**src/rtl/tmr_chain_pkg.sv**
```systemverilog
package tmr_chain_pkg;
    typedef enum logic [1:0] {
        REG_DIV  = 2'd0,
        REG_RELD = 2'd1,
        REG_CMP  = 2'd2,
        REG_NONE = 2'd3
    } tmr_reg_e;
endpackage

```
**src/rtl/tmr_edge_det.sv**
```systemverilog
module tmr_edge_det (
    input  logic clk,
    input  logic rst,
    input  logic trig_i,
    output logic rise_o
);
    typedef struct packed {
        logic smp;
        logic prv;
    } edge_st_t;

    edge_st_t st_d, st_q;

    always_comb begin
        st_d     = st_q;
        st_d.smp = trig_i;
        st_d.prv = st_q.smp;
    end

    always_ff @(posedge clk) begin
        if (rst) st_q <= '0;
        else     st_q <= st_d;
    end

    assign rise_o = st_q.smp & ~st_q.prv;

    // a detected edge never lasts two cycles
    p_rise_single_r5: assert property (@(posedge clk) disable iff (rst)
        rise_o |=> !rise_o);
endmodule

```
**src/rtl/tmr_prescaler.sv**
```systemverilog
module tmr_prescaler #(
    parameter int CNT_W = 16
) (
    input  logic             clk,
    input  logic             rst,
    input  logic             en_i,
    input  logic             src_i,
    input  logic             wr_i,
    input  logic [CNT_W-1:0] wr_data_i,
    output logic             tick_o
);
    typedef struct packed {
        logic [CNT_W-1:0] div_val;
        logic [CNT_W-1:0] div_cnt;
    } psc_st_t;

    psc_st_t st_d, st_q;
    logic    wrap;

    assign wrap = st_q.div_cnt >= st_q.div_val;

    always_comb begin
        st_d = st_q;
        if (wr_i) st_d.div_val = wr_data_i;
        if (!en_i) begin
            st_d.div_cnt = '0;
        end else if (src_i) begin
            if (wrap) st_d.div_cnt = '0;
            else      st_d.div_cnt = st_q.div_cnt + 1'b1;
        end
    end

    always_ff @(posedge clk) begin
        if (rst) st_q <= '0;
        else     st_q <= st_d;
    end

    assign tick_o = en_i & src_i & wrap;

    // a disabled divider is cleared on the following cycle
    p_div_idle_r8: assert property (@(posedge clk) disable iff (rst)
        !en_i |=> (st_q.div_cnt == '0));
endmodule

```
**src/rtl/tmr_unit.sv**
```systemverilog
module tmr_unit #(
    parameter int CNT_W = 16
) (
    input  logic             clk,
    input  logic             rst,
    input  logic             en_i,
    input  logic             tick_i,
    input  logic             wr_reld_i,
    input  logic             wr_cmp_i,
    input  logic [CNT_W-1:0] wr_data_i,
    output logic [CNT_W-1:0] cnt_o,
    output logic             upd_o,
    output logic             pwm_o
);
    typedef struct packed {
        logic [CNT_W-1:0] reld_buf;
        logic [CNT_W-1:0] cmp_buf;
        logic [CNT_W-1:0] reld_act;
        logic [CNT_W-1:0] cmp_act;
        logic [CNT_W-1:0] cnt;
        logic             upd;
    } unit_st_t;

    unit_st_t st_d, st_q;

    always_comb begin
        st_d     = st_q;
        st_d.upd = 1'b0;
        if (wr_reld_i) st_d.reld_buf = wr_data_i;
        if (wr_cmp_i)  st_d.cmp_buf  = wr_data_i;
        if (!en_i) begin
            st_d.cnt      = '0;
            st_d.reld_act = st_q.reld_buf;
            st_d.cmp_act  = st_q.cmp_buf;
        end else if (tick_i) begin
            if (st_q.cnt >= st_q.reld_act) begin
                st_d.cnt      = '0;
                st_d.upd      = 1'b1;
                st_d.reld_act = st_q.reld_buf;
                st_d.cmp_act  = st_q.cmp_buf;
            end else begin
                st_d.cnt = st_q.cnt + 1'b1;
            end
        end
    end

    always_ff @(posedge clk) begin
        if (rst) st_q <= '0;
        else     st_q <= st_d;
    end

    assign cnt_o = st_q.cnt;
    assign upd_o = st_q.upd;
    assign pwm_o = en_i && (st_q.cnt < st_q.cmp_act);

    // the counter never passes its active reload
    p_cnt_in_range_r3: assert property (@(posedge clk) disable iff (rst)
        st_q.cnt <= st_q.reld_act);

    // a wrap pulse coincides with a zero count
    p_upd_at_zero_r4: assert property (@(posedge clk) disable iff (rst)
        st_q.upd |-> (st_q.cnt == '0));

    // outside a wrap the counter moves only by one step
    p_cnt_step_r3: assert property (@(posedge clk) disable iff (rst)
        (en_i && $past(en_i) && !st_q.upd && (st_q.cnt != $past(st_q.cnt)))
        |-> (st_q.cnt == $past(st_q.cnt) + 1'b1));

    // active values stay put between wraps while running
    p_shadow_hold_r7: assert property (@(posedge clk) disable iff (rst)
        ($past(en_i) && !st_q.upd) |-> ($stable(st_q.reld_act) && $stable(st_q.cmp_act)));

    // a disabled timer is quiet on the next cycle
    p_dis_quiet_r8: assert property (@(posedge clk) disable iff (rst)
        !en_i |=> ((st_q.cnt == '0) && !st_q.upd));
endmodule

```
**src/rtl/pwm_cascade.sv**
```systemverilog
module pwm_cascade
    import tmr_chain_pkg::*;
#(
    parameter int N_TMR = 3,
    parameter int CNT_W = 16,
    localparam int SEL_W = (N_TMR > 1) ? $clog2(N_TMR) : 1
) (
    input  logic                   clk,
    input  logic                   rst,
    input  logic [N_TMR-1:0]       en_i,
    input  logic                   wr_en_i,
    input  logic [SEL_W-1:0]       wr_tmr_i,
    input  logic [1:0]             wr_reg_i,
    input  logic [CNT_W-1:0]       wr_data_i,
    output logic [N_TMR-1:0]       pwm_o,
    output logic [N_TMR-1:0]       trg_o,
    output logic [N_TMR*CNT_W-1:0] cnt_o
);
    logic [N_TMR-1:0] src;
    logic [N_TMR-1:0] tick;
    logic [N_TMR-1:0] upd;
    logic [N_TMR-1:0] hit;

    for (genvar i = 0; i < N_TMR; i++) begin : g_tmr
        assign hit[i] = wr_en_i && (wr_tmr_i == SEL_W'(i));

        if (i == 0) begin : g_head
            assign src[i] = 1'b1;
        end else begin : g_follow
            tmr_edge_det u_edge (
                .clk    (clk),
                .rst    (rst),
                .trig_i (upd[i-1]),
                .rise_o (src[i])
            );
        end

        tmr_prescaler #(.CNT_W(CNT_W)) u_psc (
            .clk       (clk),
            .rst       (rst),
            .en_i      (en_i[i]),
            .src_i     (src[i]),
            .wr_i      (hit[i] && (wr_reg_i == REG_DIV)),
            .wr_data_i (wr_data_i),
            .tick_o    (tick[i])
        );

        tmr_unit #(.CNT_W(CNT_W)) u_unit (
            .clk       (clk),
            .rst       (rst),
            .en_i      (en_i[i]),
            .tick_i    (tick[i]),
            .wr_reld_i (hit[i] && (wr_reg_i == REG_RELD)),
            .wr_cmp_i  (hit[i] && (wr_reg_i == REG_CMP)),
            .wr_data_i (wr_data_i),
            .cnt_o     (cnt_o[i*CNT_W +: CNT_W]),
            .upd_o     (upd[i]),
            .pwm_o     (pwm_o[i])
        );
    end

    assign trg_o = upd;

    // at most one timer accepts a given write
    p_one_target_r9: assert property (@(posedge clk) disable iff (rst)
        $onehot0(hit));
endmodule

```
**config.mk**
```make
export PLATFORM = sky130hd
export DESIGN_NAME = pwm_cascade
export DESIGN_NICKNAME = d
export VERILOG_FILES = /design/src/rtl/tmr_chain_pkg.sv /design/src/rtl/tmr_edge_det.sv /design/src/rtl/tmr_prescaler.sv /design/src/rtl/tmr_unit.sv /design/src/rtl/pwm_cascade.sv
export SDC_FILE = /design/constraint.sdc
export NUM_CORES = 1
export LEC_CHECK = 0
export BUFFER_PORTS_ARGS = -buffer_cell sky130_fd_sc_hd__buf_2
export CELL_PAD_IN_SITES_DETAIL_PLACEMENT = 1
export CELL_PAD_IN_SITES_GLOBAL_PLACEMENT = 2
export CORE_ASPECT_RATIO = 1.75
export CORE_MARGIN = 5
export CORE_UTILIZATION = 40
export CTS_BUF_LIST = sky130_fd_sc_hd__clkbuf_2
export DETAILED_ROUTE_END_ITERATION = 10
export PLACE_DENSITY = 0.78
export SLEW_MARGIN = 20
export SYNTH_ARGS = -nofsm -noshare
export SYNTH_HDL_FRONTEND = slang
export SYNTH_HIERARCHICAL = 1
export SYNTH_SLANG_ARGS = --single-unit
```
**constraint.sdc**
```tcl
create_clock -name clk -period 3.3 [get_ports clk]
set_clock_uncertainty 0.05 [all_clocks]
set_input_delay 0.33 -clock clk [delete_from_list [all_inputs] [get_ports clk]]
set_output_delay 0.33 -clock clk [all_outputs]
set_load 0.02 [all_outputs]
```
==> results.txt, run 1 <==
----------------------------------------------------
[Final layout]
  Share of cells above drive strength 1 ... 0.171
  Number of fill cells ... around 5,300
  Area delta synth->final ... 10.3%
  Utilization after layout ... 0.446
  Count of placed standard cells in the final layout, fillers left out ... 2,710
  Net count reported at finish ... 2,241

[Routing]
  Number of design-rule violations left by the first detailed-router iteration ... roughly 470
  Final antenna-violating net count ... 0
  Via density ... roughly 5
  First-pass iteration count of the detailed router ... 4
  Vias ... 13,800
  Wirelength, routed ... ~49,000 µm
  DRC errors left ... 0
  Detailed-route wire length per cell ... ~18 µm

[Global route]
  Global-route wire length before repair ... 78,300 µm
  Maximum number of pins on one net before global-route repair ... about 100
  GRT Resource Usage Total ... 0.196
  Remaining global-route overflow ... 0
  Initial antenna violation count ... 2
  Number of global-route vias before repair ... about 15,000

[Synth]
  Mapped Area ... approximately 18,000 µm²
  Number of enable flip-flop cells after synthesis ... 0
  Ys async rst share ... 0
  Syn. warnings ... 6
  Top_reg_cell synth ... sky130_fd_sc_hd__dfxtp_1
  Number of instances in the synthesized netlist ... 1,969
  Sequential area share after synthesis ... 0.375
  Number of synthesized register bits ... around 340
  Unique masters post-synth ... 53
  Avg Cell Area, Syn ... roughly 9.3 µm²

[Setup path]
  Worst-case register-to-register setup slack ... 0.22 ns
  Crit start category ... flop
  Cell occurring most often along the worst timing path ... sky130_fd_sc_hd__a21o_1
  Critical Path, Cell by Cell ... ha_1 -> a21o_1 -> a21oi_1 -> o21ai_0 -> a21o_1 -> a221oi_2 -> buf_4
  Startpoint of the most critical register-to-register path ... g_tmr[0].u_psc/st_q[29]
  Crit-path slowest cell ... sky130_fd_sc_hd__dfxtp_4
  Critical path data arrival time ... 2.74 ns
  Capturing point of the worst reg2reg path ... g_tmr[0].u_unit/cnt_o[15]
  Largest stage delay, worst path ... roughly 0.40 ns
  Worst setup path category ... flop to primary output
  Biggest fanout along the worst timing path ... 7
  Element type at the critical path end ... primary output
  Required @ worst endpoint ... slightly below 3 ns
  Buffers & Inverters on Critical Path ... 1
  R2r worst-path depth ... 11
  CP top delay family ... compound AO/OA/AOI/OAI gates

[Floorplan]
  Initial Utilization ... 0.404
  Die Area ... 50,300 µm²
  Chip Height ... about 290 µm
  I/O Pins ... 80
  X dimension of the die ... 172 µm
  Floorplan Core Area ... between 40,000 and 50,000 µm²
  Row Count ... 103

[Power and ir drop]
  Internal power consumption ... approximately 0.0056 W
  Power density over the cells ... about 390 nW/µm²
  VDD IR-drop max ... between 200 and 250 µV
  Comb pwr share ... 0.071
  Static Leak ... around 7.8 nW
  P_sw ... ~0.0022 W
  Proportion of power drawn by the clock network ... 0.390
  Net Sw Frac ... 0.277
  Sequential Power Share ... 0.538

[Job]
  Count of max-cap constraint violations ... 0

[Timing]
  Fin. max-slew vios ... 0
  Headroom to the max-slew limit ... 0.464
  Final Hold Vio Count ... 0
  Max Clock Freq ... between 300 and 400 MHz
  Final setup violating endpoints ... 0
  Slew @ Worst Pin ... between 0.8 and 0.9 ns
  Final setup margin ... ~0.18 ns
  Crit share post-route ... 0.945
  Shortest clock period the worst path allows after layout ... a little over 3 ns
  Post-Route Setup TNS ... 0 ns

[Min path]
  Cell count of the worst hold path ... 6
  Worst Hold Launch ... wr_en_i
  Path class of the lowest-slack min-delay path ... input port to flop
  Destination of the worst hold path ... g_tmr[1].u_unit/st_q[77]

[Placement]
  I/O Buffers ... 79
  Setup slack at placement ... between 0.2 and 0.3 ns
  Total instance count after detailed placement ... 2,526
  Half-perimeter wire length after detailed placement ... ~35,000 µm
  Final weighted congestion in routability-driven placement ... roughly 0.8

[Clock network]
  Buffers from clock root to sink, at most ... 3
  Worst-skew pair later-pin latency ... approximately 0.98 ns
  Number of buffers inserted during clock tree synthesis ... 86
  CTS clock-pin slew for the worst setup and hold paths ... between 0.1 and 0.15 ns
  Sinks on Clock Net ... roughly 340
  TritonCTS clock tree ... built
  Clock root buffer master ... sky130_fd_sc_hd__clkbuf_2
  CTS H-tree depth ... 3

[Status]
  Result of the run ... completed

----------------------------------------------------
synthesized netlist by cell type, types with 31 or more instances:
master,instances,area share
sky130_fd_sc_hd__xor2_1,51,0.024
sky130_fd_sc_hd__dfxtp_1,343,0.38
sky130_fd_sc_hd__nor2_2,31,0.011
sky130_fd_sc_hd__nor2_1,191,0.039
sky130_fd_sc_hd__clkbuf_1,48,0.0099
sky130_fd_sc_hd__nand3_1,36,0.0099
sky130_fd_sc_hd__a21oi_1,45,0.012
sky130_fd_sc_hd__nor3_1,59,0.016
sky130_fd_sc_hd__nand2_1,72,0.015
sky130_fd_sc_hd__nand2b_1,203,0.069
sky130_fd_sc_hd__xnor2_1,36,0.017
sky130_fd_sc_hd__buf_4,48,0.020
sky130_fd_sc_hd__inv_1,165,0.034
sky130_fd_sc_hd__ha_1,147,0.10
sky130_fd_sc_hd__mux2i_1,243,0.13
sky130_fd_sc_hd__nand4_1,48,0.016
metal layers:
| layer | up-vias | track usage | part of all wire |
|---|---|---|---|
| met5 | - | 0 | 0 |
| met4 | 0 | 0.105 | 0.053 |
| met3 | 138 | 0.0348 | 0.035 |
| met2 | 237 | 0.362 | 0.53 |
| met1 | 6638 | 0.208 | 0.39 |
| li1 | 6781 | - | - |
kinds of logic after synthesis:
family / share of synthesized area
XOR/XNOR: 0.0417
multiplexers: 0.133
adder cells (fa/ha/maj): 0.101
AO/OA/AOI/OAI: 0.0472
AND/OR/NAND/NOR: 0.223
buffers and inverters: 0.0788
flip-flops: 0.375
other: 0.000205
how the worst max path moves through the flow:
| stage | from | endpoint | slack [ns] | cells after the start |
|---|---|---|---|---|
| final | g_tmr[0].u_unit/cnt_o[9] | pwm_o[0] | 0.18 | 7 |
| after global routing | g_tmr[0].u_unit/cnt_o[9] | pwm_o[0] | -0.05 | 7 |
| after CTS | g_tmr[1].u_unit/cnt_o[9] | pwm_o[1] | 0.0002 | 8 |
| after detailed placement | g_tmr[0].u_psc/st_q[29] | g_tmr[0].u_unit/cnt_o[10] | 0.28 | 11 |
| after global placement | g_tmr[0].u_psc/st_q[31] | g_tmr[0].u_unit/cnt_o[15] | 0.33 | 11 |
| after floorplan | g_tmr[0].u_psc/st_q[31] | g_tmr[0].u_unit/cnt_o[15] | 0.90 | 12 |
through the flow:
stage / hold WS (ns) / cell area [µm²] / total power, W
finish: 0.184 / 20200 / 0.00777
global route: 0.112 / 20200 / 0.00821
global placement: 0.394 / 18900 / 0.00481
floorplan: 0.352 / 18300 / 0.00465
detailed placement: 0.413 / 18900 / 0.00482
CTS: 0.0727 / 20100 / 0.00797
what timing repair did:
item | in CTS | in global routing
buffers inserted | 0 | 0
endpoints found under the setup margin | 3 | 3
endpoints found under the hold margin | 207 | 0
hold buffers | 31 | 0
pin swaps | 4 | 3
resized for setup | 21 | 8
final cells by class:
class,instances,area (µm²),share of cell area
diodes,3,7.51,0.000372
clock buffers,125,626,0.0310
clock inverters,25,184,0.00912
inverters,165,619,0.0307
multi-input cells,1327,10100,0.500
flip-flops and latches,343,6890,0.341
well taps,577,722,0.0358
repair buffers,145,1040,0.0515
placed cells by master (no fill, tap or decap), types with 57 or more instances in the layout:
cell type                    n
sky130_fd_sc_hd__dfxtp_1   331
sky130_fd_sc_hd__nor2_1    186
sky130_fd_sc_hd__nand2_1    72
sky130_fd_sc_hd__clkbuf_2  125
sky130_fd_sc_hd__inv_1     165
sky130_fd_sc_hd__mux2i_1   243
sky130_fd_sc_hd__nor3_1     57
sky130_fd_sc_hd__buf_2      75
sky130_fd_sc_hd__nand2b_1  203
sky130_fd_sc_hd__ha_1      144
power by group through the flow:
stage,sequential [W],combinational (W),clock [W]
after global routing,0.00419,0.000599,0.00342
after floorplan,0.00428,0.000369,0
after detailed placement,0.00428,0.000540,0
after global placement,0.00428,0.000529,0
final,0.00418,0.000554,0.00304
after CTS,0.00419,0.000567,0.00321
tightest hold or removal path, delay by kind of cell:
| family | cells | cell delay, ns |
|---|---|---|
| buf+inv | 2 | 0.35 |
| mux | 1 | 0.15 |
| simple gates | 3 | 0.36 |
sequential cells by signal, indices dropped and copies added, names as in the netlist:
register	cells
g_tmr.u_unit/cnt_o	48
g_tmr.u_unit/upd_o	3
g_tmr.g_follow.u_edge/st_q	2
g_tmr.u_unit/st_q	192
g_tmr.g_follow.u_edge/st_d	2
g_tmr.u_psc/st_q	96
No activity file was read; power rests on OpenSTA's default activity.
==> run 2, diff against run 1 <==
--- a/config.mk
+++ b/config.mk
@@ -10,10 +10,10 @@
 export CELL_PAD_IN_SITES_GLOBAL_PLACEMENT = 2
 export CORE_ASPECT_RATIO = 1.75
 export CORE_MARGIN = 5
-export CORE_UTILIZATION = 40
+export CORE_UTILIZATION = 37
 export CTS_BUF_LIST = sky130_fd_sc_hd__clkbuf_2
 export DETAILED_ROUTE_END_ITERATION = 10
-export PLACE_DENSITY = 0.78
+export PLACE_DENSITY = 0.75
 export SLEW_MARGIN = 20
 export SYNTH_ARGS = -nofsm -noshare
 export SYNTH_HDL_FRONTEND = slang
==> constraint.sdc (replaced) <==
create_clock -name clk -period 2.7 [get_ports clk]
set_clock_uncertainty 0.05 [all_clocks]
set_input_delay 0.27 -clock clk [delete_from_list [all_inputs] [get_ports clk]]
set_output_delay 0.27 -clock clk [all_outputs]
set_load 0.02 [all_outputs]
==> run 2 against run 1 <==
- the flow now finishes with violations (negative setup slack)
- sequential share of layout area is 1.6 points lower
- clock power grew 14%
- first-iteration DRC count grew 8.1%
- flip-flop and latch count unchanged
- utilization down 1.1 points
- clock-buffer cell count down 10
- register-to-register slack worse by 0.16 ns
- global-route usage down 1.4 points
- critical path depth stayed put
- routed wire length is 1.2% higher
- critical endpoint is now pwm_o[1]
==> results.txt, run 2 (synthesized netlist as in run 1, its figures left out) <==
----------------------------------------------------
[Final layout]
  Flip-flop count of the largest register after layout ... 192
  Net count reported at finish ... about 2,300
  Most common library cell in the layout ignoring fill and taps ... sky130_fd_sc_hd__dfxtp_1
  Count of placed standard cells in the final layout, fillers left out ... 2,843
  Share of cells above drive strength 1 ... 0.232
  Most flop-heavy register ... g_tmr.u_unit/st_q
  Area delta synth->final ... 16.3%
  Utilization after layout ... 0.435
  Commonest non-fill, non-tap cells in the layout ... 304 x sky130_fd_sc_hd__dfxtp_1, 243 x sky130_fd_sc_hd__mux2i_1, 203 x sky130_fd_sc_hd__nand2b_1

[Power and ir drop]
  Power density over the cells ... between 400 and 500 nW/µm²
  VDD IR-drop max ... around 260 µV
  Static Leak ... between 8 and 9 nW

[Status]
  Result of the run ... complete, but fails checks
  Violated checks ... negative setup slack

[Floorplan]
  Initial Utilization ... 0.374
  Floorplan Core Area ... approximately 49,000 µm²
  Die Area ... about 54,000 µm²
  Chip Height ... about 300 µm
  Row Count ... 107
  I/O Pins ... 80
  X dimension of the die ... ~180 µm

[Clock network]
  Clock root buffer master ... sky130_fd_sc_hd__clkbuf_2
  Number of buffers inserted during clock tree synthesis ... 86
  CTS clock-pin slew for the worst setup and hold paths ... roughly 0.10 ns
  Buffers from clock root to sink, at most ... 3
  Sinks on Clock Net ... between 300 and 400
  CTS H-tree depth ... 3
  Worst-skew pair later-pin latency ... 1.00 ns
  TritonCTS clock tree ... built

[Min path]
  Path class of the lowest-slack min-delay path ... input port to flop

[Job]
  Count of max-cap constraint violations ... 0

[Timing]
  Shortest clock period the worst path allows after layout ... 2.95 ns
  Crit share post-route ... 1.09
  Final Hold Vio Count ... 0
  Final setup violating endpoints ... 3
  Fin. max-slew vios ... 0
  Setup repair after global routing missed its margin ... yes
  Max Clock Freq ... approximately 340 MHz
  Final setup margin ... -0.248 ns
  Slew @ Worst Pin ... 0.768 ns
  Headroom to the max-slew limit ... 0.488
  Worst Hold Slack ... roughly 0.19 ns

[Setup path]
  Biggest fanout along the worst timing path ... 2
  Required @ worst endpoint ... 2.38 ns
  Critical path data arrival time ... between 2 and 3 ns
  Crit start category ... flop
  Worst setup path category ... flop to primary output
  Element type at the critical path end ... primary output

[Placement]
  Final weighted congestion in routability-driven placement ... 0.806
  I/O Buffers ... 79
  Total instance count after detailed placement ... 2,652
  Half-perimeter wire length after detailed placement ... 34,900 µm

[Routing]
  DRC errors left ... 0
  First-pass iteration count of the detailed router ... 4
  Via density ... 4.92
  Vias ... about 14,000
  Final antenna-violating net count ... 0
  Wirelength, routed ... 49,400 µm
  Detailed-route wire length per cell ... 17.4 µm
  Number of design-rule violations left by the first detailed-router iteration ... 509

[Global route]
  Maximum number of pins on one net before global-route repair ... 94
  Initial antenna violation count ... 2
  GRT Resource Usage Total ... 0.182
  Remaining global-route overflow ... 0
  Global-route wire length before repair ... 79,400 µm
  Number of global-route vias before repair ... around 15,000

----------------------------------------------------
run 2: layout make-up:
class | instances | area (µm²)
inverter | 165 | 619
clock buffer | 115 | 576
timing repair buffer | 214 | 1600
antenna | 1 | 2.50
clock inverter | 24 | 149
tap | 654 | 818
sequential | 343 | 6930
multi-input combinational | 1327 | 10600
fill | 5664 | 27600
run 2: worst paths after layout:
check | startpoint | to | slack, ns | cells after the start
worst max-delay path | g_tmr[1].u_unit/st_q[22] | pwm_o[1] | -0.25 | 7
worst min-delay path | en_i[0] | g_tmr[0].u_unit/upd_o | 0.19 | 4
worst max register to register | g_tmr[1].u_psc/st_q[27] | g_tmr[1].u_unit/cnt_o[11] | 0.06 | 13
worst min register to register | g_tmr[1].u_unit/st_q[57] | g_tmr[1].u_unit/st_q[25] | 0.38 | 2
run 2: worst max-delay path, stage by stage, from the launching register on:
cell	delay [ns]
sky130_fd_sc_hd__dfxtp_2	0.35
sky130_fd_sc_hd__inv_2	0.05
sky130_fd_sc_hd__ha_4	0.21
sky130_fd_sc_hd__a21o_1	0.19
sky130_fd_sc_hd__a211oi_2	0.18
sky130_fd_sc_hd__o211ai_1	0.18
sky130_fd_sc_hd__a221oi_2	0.28
sky130_fd_sc_hd__buf_4	0.18
run 2: stage by stage:
| stage | worst slack [ns] | power (W) | TNS (ns) | instance area, µm² |
|---|---|---|---|---|
| final | -0.248 | 0.00929 | -0.637 | 21300 |
| after global routing | -0.462 | 0.00982 | -1.60 | 21300 |
| after CTS | -0.452 | 0.00951 | -1.29 | 20700 |
| after detailed placement | -0.0559 | 0.00589 | -0.154 | 19400 |
| after global placement | 0.00217 | 0.00588 | 0 | 19400 |
| after floorplan | 0.302 | 0.00568 | 0 | 18300 |
run 2: report_power, final:
| group | switching, W | internal, W | total, W |
|---|---|---|---|
| Sequential | 0.0000219 | 0.00509 | 0.00511 |
| Clock | 0.00219 | 0.00126 | 0.00346 |
| Combinational | 0.000430 | 0.000295 | 0.000725 |
| Total | 0.00264 | 0.00665 | 0.00929 |
run 2: repair_timing:
| action | 4_1_cts | 5_1_grt |
|---|---|---|
| setup endpoints to repair | 11 | 80 |
| gates resized for setup | 56 | 82 |
| pin swaps | 20 | 38 |
| hold buffers | 35 | 0 |
| endpoints found under the hold margin | 309 | 0 |
| gates cloned | 0 | 2 |
| buffers inserted | 9 | 10 |
run 2: metal layers:
| metal | wire length (µm) | vias to the layer above | global-route usage |
|---|---|---|---|
| li1 | - | 6894 | - |
| met1 | 19700 | 6747 | 0.203 |
| met2 | 26200 | 234 | 0.337 |
| met3 | 1820 | 106 | 0.0322 |
| met4 | 1690 | 2 | 0.0742 |
| met5 | 18 | - | 0 |
